[src/rtl/smbus_eeprom_target.sv]
module smbus_eeprom_target #(
  parameter logic [6:0] BASE_ADDR = 7'h50,
  parameter int         AW        = 8
) (
  input  logic          clk,
  input  logic          rst_n,
  input  logic [2:0]    dev_sel,
  input  logic          scl_i,
  input  logic          sda_i,
  output logic          sda_oe,
  input  logic          init_we,
  input  logic [AW-1:0] init_addr,
  input  logic [7:0]    init_data
);
  localparam int DEPTH = 1 << AW;

  typedef enum logic [2:0] {S_IDLE, S_ADDR, S_AACK, S_WR, S_WACK, S_RD, S_RACK} st_t;

  st_t           st;
  logic [2:0]    scl_p, sda_p;
  logic [3:0]    cnt;
  logic [7:0]    sr, tx;
  logic [AW-1:0] offset, wptr, cmd;
  logic [1:0]    nb;
  logic          rw, ack_ok;
  logic [7:0]    mem [DEPTH];

  wire scl_s   = scl_p[1];
  wire scl_q   = scl_p[2];
  wire sda_s   = sda_p[1];
  wire rise    = scl_s & ~scl_q;
  wire fall    = ~scl_s & scl_q;
  wire start_c = scl_s & scl_q & sda_p[2] & ~sda_s;
  wire stop_c  = scl_s & scl_q & ~sda_p[2] & sda_s;

  wire       addr_hit  = sr[7:1] == BASE_ADDR + {4'b0000, dev_sel};
  wire       byte_done = fall && cnt == 4'd8;
  wire       mem_we    = byte_done && st == S_WR && nb != 2'd0;
  wire       ld        = fall && ((st == S_AACK && rw) || (st == S_RACK && ack_ok));
  wire [7:0] rd_byte   = mem[offset];

  always_ff @(posedge clk or negedge rst_n) begin
    if (!rst_n) begin
      scl_p <= '1;
      sda_p <= '1;
    end else begin
      scl_p <= {scl_p[1:0], scl_i};
      sda_p <= {sda_p[1:0], sda_i};
    end
  end

  always_ff @(posedge clk or negedge rst_n) begin
    if (!rst_n) begin
      st     <= S_IDLE;
      cnt    <= '0;
      sr     <= '0;
      tx     <= '0;
      offset <= '0;
      wptr   <= '0;
      cmd    <= '0;
      nb     <= '0;
      rw     <= 1'b0;
      ack_ok <= 1'b0;
      sda_oe <= 1'b0;
    end else if (start_c || stop_c) begin
      if (!rw && nb == 2'd1) offset <= cmd;
      st     <= start_c ? S_ADDR : S_IDLE;
      cnt    <= '0;
      nb     <= '0;
      sda_oe <= 1'b0;
    end else begin
      if (ld) begin
        tx     <= {rd_byte[6:0], 1'b0};
        sda_oe <= ~rd_byte[7];
        offset <= offset + 1'b1;
        cnt    <= 4'd1;
        st     <= S_RD;
      end
      unique case (st)
        S_ADDR: begin
          if (rise) begin
            sr  <= {sr[6:0], sda_s};
            cnt <= cnt + 4'd1;
          end else if (byte_done) begin
            if (addr_hit) begin
              rw     <= sr[0];
              sda_oe <= 1'b1;
              st     <= S_AACK;
            end else begin
              st <= S_IDLE;
            end
          end
        end
        S_AACK: if (fall && !rw) begin
          sda_oe <= 1'b0;
          cnt    <= '0;
          st     <= S_WR;
        end
        S_WR: begin
          if (rise) begin
            sr  <= {sr[6:0], sda_s};
            cnt <= cnt + 4'd1;
          end else if (byte_done) begin
            sda_oe <= 1'b1;
            st     <= S_WACK;
            if (nb == 2'd0) begin
              cmd  <= sr;
              wptr <= sr;
              nb   <= 2'd1;
            end else begin
              wptr <= wptr + 1'b1;
              nb   <= 2'd2;
            end
          end
        end
        S_WACK: if (fall) begin
          sda_oe <= 1'b0;
          cnt    <= '0;
          st     <= S_WR;
        end
        S_RD: if (fall) begin
          if (cnt == 4'd8) begin
            sda_oe <= 1'b0;
            st     <= S_RACK;
          end else begin
            sda_oe <= ~tx[7];
            tx     <= {tx[6:0], 1'b0};
            cnt    <= cnt + 4'd1;
          end
        end
        S_RACK: begin
          if (rise) ack_ok <= ~sda_s;
          else if (fall && !ack_ok) st <= S_IDLE;
        end
        default: ;
      endcase
    end
  end

  always_ff @(posedge clk) begin
    if (init_we)     mem[init_addr] <= init_data;
    else if (mem_we) mem[wptr]      <= sr;
  end
endmodule

[config.mk]
export PLATFORM = sky130hd
export DESIGN_NAME = smbus_eeprom_target
export DESIGN_NICKNAME = d
export VERILOG_FILES = /design/src/rtl/smbus_eeprom_target.sv
export SDC_FILE = /design/constraint.sdc
export NUM_CORES = 2
export LEC_CHECK = 0
export ABC_AREA = 1
export BUFFER_PORTS_ARGS = -buffer_cell sky130_fd_sc_hd__buf_2
export CAP_MARGIN = 20
export CORE_MARGIN = 8
export CORE_UTILIZATION = 25
export CTS_CLUSTER_SIZE = 16
export DETAILED_ROUTE_END_ITERATION = 8
export MAX_ROUTING_LAYER = met4
export PLACE_DENSITY = 0.5
export SLEW_MARGIN = 30
export SYNTH_ARGS = -nofsm -noshare
export SYNTH_HDL_FRONTEND = slang
export SYNTH_SLANG_ARGS = --single-unit
[constraint.sdc]
create_clock -name clk -period 26 [get_ports clk]
set_input_delay 1.3 -clock clk [delete_from_list [all_inputs] [get_ports clk]]
set_output_delay 1.3 -clock clk [all_outputs]
set_load 0.02 [all_outputs]
==> results.tsv <==
stage	metric	value	unit
timing	slew_headroom	30.8	%
clock_tree	cts_sinks	2106	
hold_path	hold_depth	0	
timing	fin_crit_sh	21.2	%
setup_path	reg2reg_to	sda_oe$_DFF_PN0_	
synthesis	yosysTopAreaCellShare	72.0	%
finish	fin_cells	11600	
outcome	status	finished clean	
synthesis	ys_seq_area_share	73.7	%
synthesis	synthFlopType	edfxtp_1	
synthesis	ys_async_sr_fraction	2.75	%
global_routing	grt_usage	14.0	%
floorplan	num_rows	214	
global_routing	antenna_found_initial	18	
setup_path	crit_chain	inv_8 -> buf_4 -> buf_4 -> buf_4 -> nor2_1 -> o211ai_1 -> nand3_1 -> nand2_1 -> nand2_1 -> nand3_1 -> nand3_1 -> nand3_1 -> nand3_1 -> nand2_1 -> inv_1 -> nand2_1 -> inv_1	
timing	finalCriticalPeriod	5.52	ns
routing	wirelength	256000	µm
flow_run	cap_violations	0	
timing	drv_slew	0	
power_and_ir_drop	p_leak	31.4	nW
floorplan	initial_core_util	25.1	%
routing	num_vias	55200	
setup_path	critPathKind	flop to flop	
power_and_ir_drop	worst_ir_drop_vdd	82.1	µV
setup_path	reg2regPathDepth	17	
power_and_ir_drop	powerDensity	71.2	nW/µm²
setup_path	path_max_fanout	135	
setup_path	slowest_delay	0.77	ns
hold_path	min_to	sda_p[1]$_DFF_PN1_	
routing	drcViolationCount	0	
synthesis	synth_area_leaders	edfxtp_1 72%, nor2_1 6.6%, o21ai_0 6.0%, nand2_1 3.0%, nand3_1 2.0%	
synthesis	syn_avg_cell_area	12.2	µm²
synthesis	netlist_instances	7014	
timing	setup_ws	20.48	ns
timing	hold_viol	0	
clock_tree	ctsHtreeMaxLevel	4	
finish	drive_gt1_share	7.49	%
place	place_ws	20.53	ns
place	dp_hpwl	141000	µm
place	gp_congestion	0.822	
global_routing	grt_pass1_wl	372000	µm
floorplan	fp.dieW	600	µm
clock_tree	cts_max_path_buffers	3	
setup_path	crit_path_frequent_cell	nand3_1	
floorplan	boundaryPins	25	
timing	setup_viol	0	
finish	nNetsFinal	6910	
setup_path	crit_slowest_cell	buf_4	
timing	final.setup.tns	0	ns
hold_path	min_path_type	flop to flop	
clock_tree	post_cts_resized	0	
floorplan	die-area	361000	µm²
synthesis	syn_area	85400	µm²
place	io_buffers	24	
finish	layout_common_cells	2048 x edfxtp_1, 1502 x nor2_1, 1009 x o21ai_0	
timing	clock_skew	0.0461	ns
routing	antenna_left	0	
place	placed_cells	11200	
synthesis	syn_nets	7042	
setup_path	cp-end-kind	flop	
clock_tree	cts_hold_buf	0	
global_routing	grt_max_degree	193	
routing	drtPass1Iterations	6	
finish	area_delta_synth_final	14.1	%
synthesis	yosysTopAreaCell	edfxtp_1	
global_routing	overflow	0	
setup_path	ff2ff_setup_slack	20.48	ns
synthesis	ys_warn_count	0	
timing	worstMarginPinSlew	1.04	ns
setup_path	r2r_start	offset[0]$_DFFE_PN0P_	
clock_tree	cts-buffers-inserted	215	
global_routing	grt_pass1_vias	54000	
hold_path	min-delay-start	sda_p[0]$_DFF_PN1_	
setup_path	crit_required	26.76	ns
synthesis	ys_types	48	
setup_path	cp-start-kind	flop	
synthesis	synth_seq_cells	2106	
clock_tree	cts.clk_slew.worst_paths	0.06	ns
routing	via_per_inst	4.75	
clock_tree	cts_setup_buffers	0	
routing	wire_per_inst	22.0	µm
setup_path	crit_arrival	6.28	ns
floorplan	die_h	600	µm
finish	utilization	28.7	%
clock_tree	clk_latency	0.87	ns
timing	rsz0062_at_grt	no	
synthesis	synth-edff-count	2048	
clock_tree	cts_root_buf	clkbuf_16	
routing	drt-initial-drc-count	5887	
timing	max_freq	181	MHz
clock_tree	cts_tree	done	
finish	final_common_cell	edfxtp_1	
floorplan	core_area	340000	µm²
[how the worst max path moves through the flow]
| stage | startpoint | end | slack, ns |
|---|---|---|---|
| finish | offset[0]$_DFFE_PN0P_ | sda_oe$_DFF_PN0_ | 20.48 |
| global route | offset[0]$_DFFE_PN0P_ | sda_oe$_DFF_PN0_ | 20.18 |
| CTS | offset[0]$_DFFE_PN0P_ | sda_oe$_DFF_PN0_ | 20.52 |
| detailed placement | offset[0]$_DFFE_PN0P_ | sda_oe$_DFF_PN0_ | 20.53 |
| global placement | offset[0]$_DFFE_PN0P_ | sda_oe$_DFF_PN0_ | 20.42 |
| floorplan | init_we | mem[0][0]$_DFFE_PP_ | 12.08 |
[final cells by class]
cell class	instances	area (µm²)
flip-flops and latches	2106	63000
inverters	194	753
clock inverters	138	1240
well taps	4536	5680
repair buffers	125	1210
clock buffers	261	5650
diodes	18	45.0
multi-input cells	4240	19900
fillers	34700	243000
[cell families (layout without fill, tap and decap cells)]
family                   Yosys count  after routing  synth area share, %
XOR/XNOR                           7              7               0.0718
multiplexers                       2              2               0.0249
adder cells (fa/ha/maj)            4              4               0.0586
AND/OR/NAND/NOR                 2619           2619                 12.4
AO/OA/AOI/OAI                   1608           1608                 10.6
buffers and inverters            668            718                 3.17
flip-flops                      2106           2106                 73.7
other                              0             18                    0
[worst max-delay path: cells and delay by family (launching register included)]
family                 cells  cell delay [ns]
AOI/OAI and AO/OA          1             0.24
DFF                        1             0.71
and+or+nand+nor           10             1.38
buffers and inverters      6             2.82
[power by group]
group / total, mW / switching [mW] / internal [mW]
sequential: 3.75 / 0.0121 / 3.73
combinational: 0.145 / 0.120 / 0.0251
clock: 3.04 / 1.32 / 1.72
total: 6.93 / 1.45 / 5.48
[sequential cells by signal, indices dropped and copies added, names as in the netlist, 4 cells and up]
name,count
mem,2048
offset,8
cmd,8
tx,8
wptr,8
cnt,4
sr,8
[Yosys cell counts (2+ instances only)]
cell type / instances
edfxtp_1: 2048
nor2_1: 1506
o21ai_0: 1016
nand2_1: 689
nand3_1: 344
clkbuf_1: 311
o211ai_1: 221
o22ai_1: 217
inv_1: 178
buf_2: 112
a21oi_1: 109
dfrtp_1: 52
buf_1: 41
nand2_2: 23
o221ai_1: 21
inv_2: 13
nand4_1: 12
nor2_2: 10
nor3_1: 7
buf_6: 6
dfstp_2: 6
o21ai_2: 6
or2_2: 6
a31oi_1: 5
nor2_4: 5
xor2_1: 5
buf_4: 4
ha_1: 4
nand3b_1: 4
o31ai_1: 4
clkinv_1: 3
nand4_2: 3
nand4_4: 3
a211oi_1: 2
a22oi_1: 2
nand3_2: 2
o21ai_4: 2
xnor2_1: 2
[stage by stage]
step | instance area, µm² | power [mW] | hold WS [ns]
2_1_floorplan | 85400 | 3.91 | 0.345
6_report | 97400 | 6.93 | 0.356
3_5_place_dp | 90300 | 3.96 | 0.349
4_1_cts | 97200 | 6.98 | 0.358
3_3_place_gp | 90200 | 3.96 | 0.348
5_1_grt | 97400 | 7.12 | 0.363
[per-layer routing]
metal | vias to the layer above | wire, µm | track usage (%)
li1 | 25000 | - | -
met2 | 1975 | 117000 | 21.4
met1 | 27800 | 112000 | 18.6
met5 | - | 0 | -
met3 | 373 | 18900 | 2.85
met4 | 0 | 8150 | 4.85
No activity file was read; power rests on OpenSTA's default activity.
